--- config.mk ---
export PLATFORM = sky130hd
export DESIGN_NAME = wwf_watch_store
export DESIGN_NICKNAME = d
export VERILOG_FILES = /design/src/rtl/wwf_pkg.sv /design/src/rtl/wwf_line_array.sv /design/src/rtl/wwf_victim_table.sv /design/src/rtl/wwf_watch_store.sv
export SDC_FILE = /design/constraint.sdc
export NUM_CORES = 1
export LEC_CHECK = 0
export BUFFER_PORTS_ARGS = -buffer_cell sky130_fd_sc_hd__buf_2
export CAP_MARGIN = 20
export CORE_MARGIN = 2
export CORE_UTILIZATION = 40
export DETAILED_ROUTE_END_ITERATION = 16
export SLEW_MARGIN = 10
export SYNTH_ARGS = -nofsm -noshare
export SYNTH_HDL_FRONTEND = slang
export SYNTH_SLANG_ARGS = --single-unit
--- constraint.sdc ---
create_clock -name clk -period 3.7 [get_ports clk]
set_input_delay 0 -clock clk [delete_from_list [all_inputs] [get_ports clk]]
set_output_delay 0 -clock clk [all_outputs]
set_load 0.01 [all_outputs]
--- src/rtl/wwf_pkg.sv ---
package wwf_pkg;
  typedef enum logic [1:0] {
    OP_SET   = 2'd0,
    OP_CLR   = 2'd1,
    OP_FILL  = 2'd2,
    OP_EVICT = 2'd3
  } wwf_op_e;
endpackage

--- src/rtl/wwf_line_array.sv ---
module wwf_line_array #(
  parameter int LA_W = 4,
  parameter int FW   = 8
) (
  input  logic            clk,
  input  logic            rst,
  input  logic            we,
  input  logic [LA_W-1:0] widx,
  input  logic [FW-1:0]   wdata,
  input  logic [LA_W-1:0] ridx_a,
  input  logic [LA_W-1:0] ridx_b,
  output logic [FW-1:0]   rdata_a,
  output logic [FW-1:0]   rdata_b
);
  localparam int LINES = 1 << LA_W;

  logic [FW-1:0] mem [LINES];

  always_ff @(posedge clk) begin
    if (rst) begin
      for (int i = 0; i < LINES; i++) mem[i] <= '0;
    end else if (we) begin
      mem[widx] <= wdata;
    end
  end

  assign rdata_a = mem[ridx_a];
  assign rdata_b = mem[ridx_b];
endmodule

--- src/rtl/wwf_victim_table.sv ---
module wwf_victim_table #(
  parameter int DEPTH = 4,
  parameter int LA_W  = 4,
  parameter int FW    = 8
) (
  input  logic            clk,
  input  logic            rst,
  input  logic [LA_W-1:0] key,
  input  logic            ins_en,
  input  logic [FW-1:0]   ins_flags,
  input  logic            inv_en,
  output logic            hit,
  output logic [FW-1:0]   hit_flags,
  output logic            full
);
  localparam int IW = (DEPTH > 1) ? $clog2(DEPTH) : 1;

  logic [DEPTH-1:0] vld;
  logic [LA_W-1:0]  tag [DEPTH];
  logic [FW-1:0]    flg [DEPTH];
  logic [DEPTH-1:0] match;
  logic [IW-1:0]    hit_idx;
  logic [IW-1:0]    free_idx;

  for (genvar g = 0; g < DEPTH; g++) begin : g_cmp
    assign match[g] = vld[g] && (tag[g] == key);
  end

  always_comb begin
    hit       = |match;
    full      = &vld;
    hit_idx   = '0;
    free_idx  = '0;
    hit_flags = '0;
    for (int i = DEPTH - 1; i >= 0; i--) begin
      if (match[i]) begin
        hit_idx   = IW'(i);
        hit_flags = flg[i];
      end
      if (!vld[i]) free_idx = IW'(i);
    end
  end

  always_ff @(posedge clk) begin
    if (rst) begin
      vld <= '0;
      for (int i = 0; i < DEPTH; i++) begin
        tag[i] <= '0;
        flg[i] <= '0;
      end
    end else begin
      if (ins_en) begin
        if (hit) begin
          flg[hit_idx] <= flg[hit_idx] | ins_flags;
        end else if (!full) begin
          vld[free_idx] <= 1'b1;
          tag[free_idx] <= key;
          flg[free_idx] <= ins_flags;
        end
      end
      if (inv_en && hit) vld[hit_idx] <= 1'b0;
    end
  end
endmodule

--- src/rtl/wwf_watch_store.sv ---
module wwf_watch_store #(
  parameter int LA_W     = 4,
  parameter int WORDS    = 4,
  parameter int VT_DEPTH = 4,
  localparam int WA_W    = (WORDS > 1) ? $clog2(WORDS) : 1,
  localparam int AW      = LA_W + WA_W
) (
  input  logic             clk,
  input  logic             rst,
  input  logic             cmd_valid,
  input  logic [1:0]       cmd_op,
  input  logic [LA_W-1:0]  cmd_line,
  input  logic [WORDS-1:0] cmd_wmask,
  input  logic             cmd_rd,
  input  logic             cmd_wr,
  input  logic             cmd_watch,
  input  logic             lk_valid,
  input  logic [AW-1:0]    lk_addr,
  input  logic             lk_store,
  output logic             lk_ok,
  output logic             lk_rflag,
  output logic             lk_wflag,
  output logic             lk_trig,
  output logic             evict_ovf,
  output logic             fill_l1
);
  import wwf_pkg::*;

  localparam int FW = 2 * WORDS;

  wwf_op_e        op;
  logic [FW-1:0]  req_bits;
  logic [FW-1:0]  cur_flags;
  logic [FW-1:0]  lk_flags;
  logic [FW-1:0]  lk_shift;
  logic [FW-1:0]  wdata;
  logic           we;
  logic           vt_ins;
  logic           vt_inv;
  logic           vt_hit;
  logic           vt_full;
  logic [FW-1:0]  vt_flags;
  logic           ovf_now;
  logic [LA_W-1:0] lk_line;
  logic [WA_W-1:0] lk_word;

  assign op      = wwf_op_e'(cmd_op);
  assign lk_line = lk_addr[AW-1:WA_W];
  assign lk_word = lk_addr[WA_W-1:0];

  for (genvar w = 0; w < WORDS; w++) begin : g_req
    assign req_bits[2*w]   = cmd_wmask[w] & cmd_rd;
    assign req_bits[2*w+1] = cmd_wmask[w] & cmd_wr;
  end

  wwf_line_array #(.LA_W(LA_W), .FW(FW)) u_array (
    .clk     (clk),
    .rst     (rst),
    .we      (we),
    .widx    (cmd_line),
    .wdata   (wdata),
    .ridx_a  (cmd_line),
    .ridx_b  (lk_line),
    .rdata_a (cur_flags),
    .rdata_b (lk_flags)
  );

  wwf_victim_table #(.DEPTH(VT_DEPTH), .LA_W(LA_W), .FW(FW)) u_victim (
    .clk       (clk),
    .rst       (rst),
    .key       (cmd_line),
    .ins_en    (vt_ins),
    .ins_flags (cur_flags),
    .inv_en    (vt_inv),
    .hit       (vt_hit),
    .hit_flags (vt_flags),
    .full      (vt_full)
  );

  always_comb begin
    we      = 1'b0;
    wdata   = cur_flags;
    vt_ins  = 1'b0;
    vt_inv  = 1'b0;
    ovf_now = 1'b0;
    if (cmd_valid) begin
      unique case (op)
        OP_SET: begin
          we    = 1'b1;
          wdata = cur_flags | req_bits;
        end
        OP_CLR: begin
          we    = 1'b1;
          wdata = cur_flags & ~req_bits;
        end
        OP_FILL: begin
          we     = 1'b1;
          wdata  = req_bits | (vt_hit ? vt_flags : '0);
          vt_inv = vt_hit;
        end
        OP_EVICT: begin
          if (cur_flags != '0) begin
            if (vt_hit || !vt_full) begin
              vt_ins = 1'b1;
              we     = 1'b1;
              wdata  = '0;
            end else begin
              ovf_now = 1'b1;
            end
          end
        end
        default: ;
      endcase
    end
  end

  assign lk_shift = lk_flags >> {lk_word, 1'b0};

  always_ff @(posedge clk) begin
    if (rst) begin
      lk_ok     <= 1'b0;
      lk_rflag  <= 1'b0;
      lk_wflag  <= 1'b0;
      lk_trig   <= 1'b0;
      evict_ovf <= 1'b0;
      fill_l1   <= 1'b0;
    end else begin
      lk_ok     <= lk_valid;
      lk_rflag  <= lk_valid & lk_shift[0];
      lk_wflag  <= lk_valid & lk_shift[1];
      lk_trig   <= lk_valid & (lk_store ? lk_shift[1] : lk_shift[0]);
      evict_ovf <= ovf_now;
      fill_l1   <= cmd_valid && (op == OP_FILL) && !cmd_watch;
    end
  end
endmodule

Yosys cells after proc, flatten, opt, wreduce, memory -nomap -nowiden
Memories as Yosys holds them, arrays and structs flattened.
Cells that the tools add are included.
{ "op_classes": {"reduce_logical": 22, "n_mul": 0, "mux": 62, "n_div": 0, "bitwise_logic": 22, "n_eq_ne": 7, "add_sub_neg": 0, "n_shift": 1, "magnitude_cmp": 4} }
{ "ops": {"columns": ["op", "n"], "rows": [
  ["$mux 8", 11],
  ["$pmux 8 s4", 1],
  ["$mux 1", 29],
  ["$mux 4", 7],
  ["$or 8x8->8", 3],
  ["$reduce_or 8->1", 3],
  ["$mux 2", 11],
  ["$eq 4x4->1", 4],
  ["$reduce_or 4->1", 3],
  ["$and 1x1->1", 11],
  ["$logic_and 1x1->1", 9],
  ["$and 8x8->8", 1],
  ["$not 8->8", 1],
  ["$reduce_bool 8->1", 1],
  ["$shr 8x3->2", 1],
  ["$lt 2x3->1 const B", 2],
  ["$and 4x4->4", 1],
  ["$demux 1 s2", 2],
  ["$eq 2x2->1 const B", 2],
  ["$ge 2x1->1 const B", 2],
  ["$not 4->4", 1],
  ["$or 4x4->4", 1],
  ["$reduce_and 4->1", 1],
  ["$not 1->1", 3],
  ["other kinds (6)", 7]
]} }
{ "totals": {"n_memories": 3, "latchBits": 0, "rom_bits": 0, "output_inout_bits": 6, "register_bits": 10, "mem_bits_rw": 176, "word_cells": 128} }
{ "memory_table": {"columns": ["name", "depth", "word_bits", "read_ports", "rd_clocked_by_memory_dff", "write_ports", "line", "rtl"], "rows": [
  ["u_array.mem", 16, 8, 2, 0, 16, "wwf_line_array.sv:17", "logic [FW-1:0] mem [LINES];"],
  ["u_victim.flg", 4, 8, 5, 0, 4, "wwf_victim_table.sv:20", "logic [FW-1:0] flg [DEPTH];"],
  ["u_victim.tag", 4, 4, 4, 0, 4, "wwf_victim_table.sv:19", "logic [LA_W-1:0] tag [DEPTH];"]
]} }

Logic depth before layout (Yosys ltp)
{ "logic_depth": {"word_depth": 15, "mapped_depth": 12, "mapped_depth_nobuf": 7} }

Cells and area by module
From an unflattened synthesis, not the netlist that was laid out.
{ "hier_totals": {"hier_cells": 776, "hier_area_um2": 10332.4} }
{ "by_module_without_submodules": {"columns": ["module", "seq_area_each_um2", "n_inst", "cells_per_inst", "area_per_inst_um2"], "rows": [
  ["wwf_line_array", 3843.7, 1, 445, 6802.8],
  ["wwf_victim_table", 1521.5, 1, 264, 2931.6],
  ["wwf_watch_store", 120.1, 1, 67, 598.1]
]} }

Least setup slack after synthesis
Ideal clock, no wire load.
{ "synth_timing": {"kind": "input -> register", "start": "input port cmd_line[1]", "end": "memory u_array.mem[11][0] (enable)", "setup_time_ns": 0.303, "required_ns": 3.397, "stages": 11, "setup_slack_ns": 0.740, "arrival_ns": 2.657, "path_cell_list": "buf_4 -> clkbuf_1 -> mux4_2 -> a22oi_1 -> nand2_1 -> or4_1 -> o211a_1 -> buf_2 -> buf_6 -> o21ai_4 -> nand2_1"} }
{ "synth_rtl": {"columns": ["element", "line", "rtl"], "rows": [
  ["from (decl)", "wwf_watch_store.sv:12", "input logic [LA_W-1:0] cmd_line,"],
  ["to (decl)", "wwf_line_array.sv:17", null]
]} }

==> metrics.md <==
| Metric | Value |
|---|---|
| Status | completed |
| CP dominant cell by count | nand2_1 |
| Post-CTS setup repair buffer count | 0 |
| FF/Latch Area | 0.005485 mm2 |
| Dominant cell type by area after synthesis | edfxtp_1 |
| Post-Syn Instances | 794 |
| Starting density of the core | 40.31% |
| Total CTS buffers | 17 |
| Total nets after synthesis | roughly 800 |
| Max clock buf depth | 2 |
| Io pins | 30 |
| Hold Path Depth | 3 |
| Cells along the critical path | mux4_2, a22oi_1, nand2_1, or4_1, o211a_1, buf_12, o21ai_4, nand2_1 |
| Pin count of the biggest net entering global routing | 33 |
| Netlist cell types | 54 |
| RSZ-0062 raised after global routing | no |
| Placer Congestion | approximately 0.88 |
| CTS Sinks | between 150 and 200 |
| HPWL after DPL | 20910 um |
| Clk Latency, worst-skew pair | 0.44 ns |
| Residual DRC | 0 |
| PortBufs | 29 |
| Crit path max fanout | 16 |
| Antenna viol nets, final | 0 |
| Setup TNS | 0 ns |
| Max Cap Viol | 0 |
| Crit-path max cell delay | 0.59 ns |
| HP Start | lk_addr[0] |
| R2r setup slk | around 0.38 ns |
| Routed length per instance | 24.29 um |
| Slowest CP cell | or4_1 |
| CTS root buffer | clkbuf_16 |
| Initial antenna violation count | 0 |
| DR vias | 7283 |
| Routed WL | 29080 um |
| Yosys reg bits | approximately 190 |
| Total grt overflow | 0 |
| Worst EP arrival | ~3.4 ns |
| Antenna diodes | 0 |
| Reg2reg start | u_array.mem[2][3]$_SDFFCE_PN0P_ |
| Reg2Reg Capture Point | u_array.mem[9][1]$_SDFFCE_PN0P_ |
| Setup violators final | 0 |
| CP required | ~3.8 ns |
| Area growth from synthesis to layout | 14.92% |
| Synthesized area | 0.01006 mm2 |
| Top delay family on crit path | simple AND/OR/NAND/NOR gates |
| Worst slew margin | about a third |
| Synth top cells by count | 176 x edfxtp_1, 148 x nor2_1, 70 x mux4_2, 55 x nand2_1, 50 x a21oi_1 |
| Fin nets | between 800 and 900 |
| Share of synthesized registers carrying an async set or reset | 0% |
| Layout cell share with drive strength beyond 1 | a little over a quarter |
| CTS tree | yes |
| First-pass GRT wire length | 44210 um |
| Clock Pin Slew Worst Setup and Hold Paths | approximately 0.07 ns |
| Count leader, synth | edfxtp_1 |
| Area of the multi-input gates | roughly 0.0043 mm2 |
| Worst path bufs/invs | 1 |
| Row cnt | 58 |
| CP startpoint kind | flop |
| Power density cells | 428.0 mW/mm2 |
| Drt first-iter violations | between 800 and 900 |
| Largest cells by area after synthesis | edfxtp_1 53%, mux4_2 16%, nor2_1 5.5%, a21oi_1 2.5%, nand2_1 2.1% |
| Core footprint | about 0.025 mm2 |
| Share of the synthesized area in the top cell type | 52.52% |
| Number of synthesized flops with an enable pin | roughly 180 |
| Die height | 162.6 um |
| Leakage | slightly above 4 nW |
| Synthesis warning total | 0 |
| HP Class | in2reg |
| Vias in the first global route | 7106 |
| Seq/Total Area, Yosys | 54.51% |
| Peak VDD IR | 229.8 uV |
| Critical Path Sink Type | flop |
| Setup CP Type | reg2reg |
| Endpoints failing hold | 0 |
| # fillers | 2295 |
| GRT Resource Usage Total | between 20% and 30% |
| Final period util | between 80% and 90% |
| Minimum clock period | 3.321 ns |
| Fin. max-slew vios | 0 |
| Fin cells | 1197 |
| Syn avg cell area | 12.67 um2 |
| Prevailing post-synth register cell | edfxtp_1 |
| Hold_buf cts | 5 |
| Dpl cells | 1160 |
| FF-to-FF path depth | 8 |
| Worst-margin pin slew | 1.021 ns |
| Clock H-tree levels | 4 |
| Hold EP | lk_wflag$_SDFF_PP0_ |
| Peak Freq | 301.1 MHz |
| Post-CTS sizing | 0 |
| First-pass detailed-route iteration total | 5 |
| Vias per inst | just over 6 |
| Die X | 162.6 um |
| Die area | 0.02644 mm2 |
| Clock Skew | 0.01068 ns |
cell type report:
class,instances,area share (%)
Timing Repair Buffer,97,6.211
Multi-Input combinational cell,548,37.54
Tap cell,330,3.571
Sequential cell,186,47.44
Clock buffer,17,3.679
Inverter,4,0.1298
Clock inverter,15,1.439
worst max path at each step:
| stage | startpoint | cells past startpoint | slack [ns] | end |
|---|---|---|---|---|
| after global placement | cmd_line[1] | 12 | 0.28 | u_array.mem[11][4]$_SDFFCE_PN0P_ |
| after floorplan | cmd_line[1] | 11 | 0.74 | u_array.mem[11][0]$_SDFFCE_PN0P_ |
| after global routing | u_array.mem[0][3]$_SDFFCE_PN0P_ | 8 | 0.23 | u_array.mem[2][2]$_SDFFCE_PN0P_ |
| after CTS | u_array.mem[2][3]$_SDFFCE_PN0P_ | 8 | 0.40 | u_array.mem[2][6]$_SDFFCE_PN0P_ |
| after detailed placement | cmd_line[0] | 10 | 0.36 | u_array.mem[2][3]$_SDFFCE_PN0P_ |
| final | u_array.mem[2][3]$_SDFFCE_PN0P_ | 8 | 0.38 | u_array.mem[9][1]$_SDFFCE_PN0P_ |
flip-flops by register name (all words and copies together), names as in the netlist:
name,count
u_victim.vld,4
u_victim.tag,16
lk_ok,1
u_victim.flg,32
lk_trig,1
lk_wflag,1
fill_l1,1
lk_rflag,1
u_array.mem,128
evict_ovf,1
where the power goes:
group	internal, mW	total, mW	switching, mW
Combinational	0.248	0.638	0.390
Clock	1.01	1.87	0.859
Sequential	2.39	2.44	0.0514
Total	3.65	4.95	1.30
layer usage:
| metal | vias up | GRT usage [%] | part of all wire [%] |
|---|---|---|---|
| met3 | 45 | 4.227 | 9.2 |
| met1 | 3686 | 32.98 | 42 |
| met5 | - | 0 | 0 |
| met4 | 0 | 6.034 | 2.0 |
| li1 | 3185 | - | - |
| met2 | 367 | 35.71 | 47 |
worst register-to-register path, delay by kind of cell, from the launching register on:
| kind | cells | cell delay (ns) |
|---|---|---|
| compound gates | 3 | 0.91 |
| buf+inv | 1 | 0.17 |
| mux | 1 | 0.51 |
| simple gates | 3 | 1.01 |
| flops | 1 | 0.41 |
metrics by stage:
step           power [mW]  util (%)  setup WS [ns]  hold WS (ns)  instance area, um2
4_1_cts             4.954     46.32         0.4035        0.1214               11560
2_1_floorplan       2.859         -         0.7399       0.07674               10060
5_1_grt             5.105     46.32         0.2262        0.1395               11560
6_report            4.949     46.32         0.3786        0.1189               11560
3_3_place_gp        3.107     43.72         0.2806        0.1644               10920
3_5_place_dp        3.114     43.75         0.3598        0.1705               10920
cell usage in the layout, fill, tap and decap left out, types with 4 or more instances in the layout:
cell           instances
nor3_1                14
buf_2                 29
buf_4                 59
xnor2_1               10
dfxtp_1               10
clkbuf_16             17
a22oi_1               16
a21bo_2                6
xor2_1                 6
nand3_1               16
nand2_1               55
o21ai_0               11
edfxtp_1             176
a311o_1                8
and3_1                23
nand2b_1               4
mux4_2                70
nor3_2                 5
dlygate4sd3_1          5
buf_12                 4
a22o_1                 7
nor2b_1                7
and2_1                12
o211ai_1               7
nor3b_1                6
o21ai_2                6
nor2_1               148
inv_6                  4
o21ai_4               10
a21o_1                11
a21oi_1               49
mux2i_1                4
cells by family after synthesis:
family	count (synthesis)	synth area share (%)
buf+inv	60	2.823
xor+xnor	16	1.393
compound gates	154	11.61
simple gates	303	13.48
mux	75	16.18
flops	186	54.51
Power figures use the tool's default switching activity.
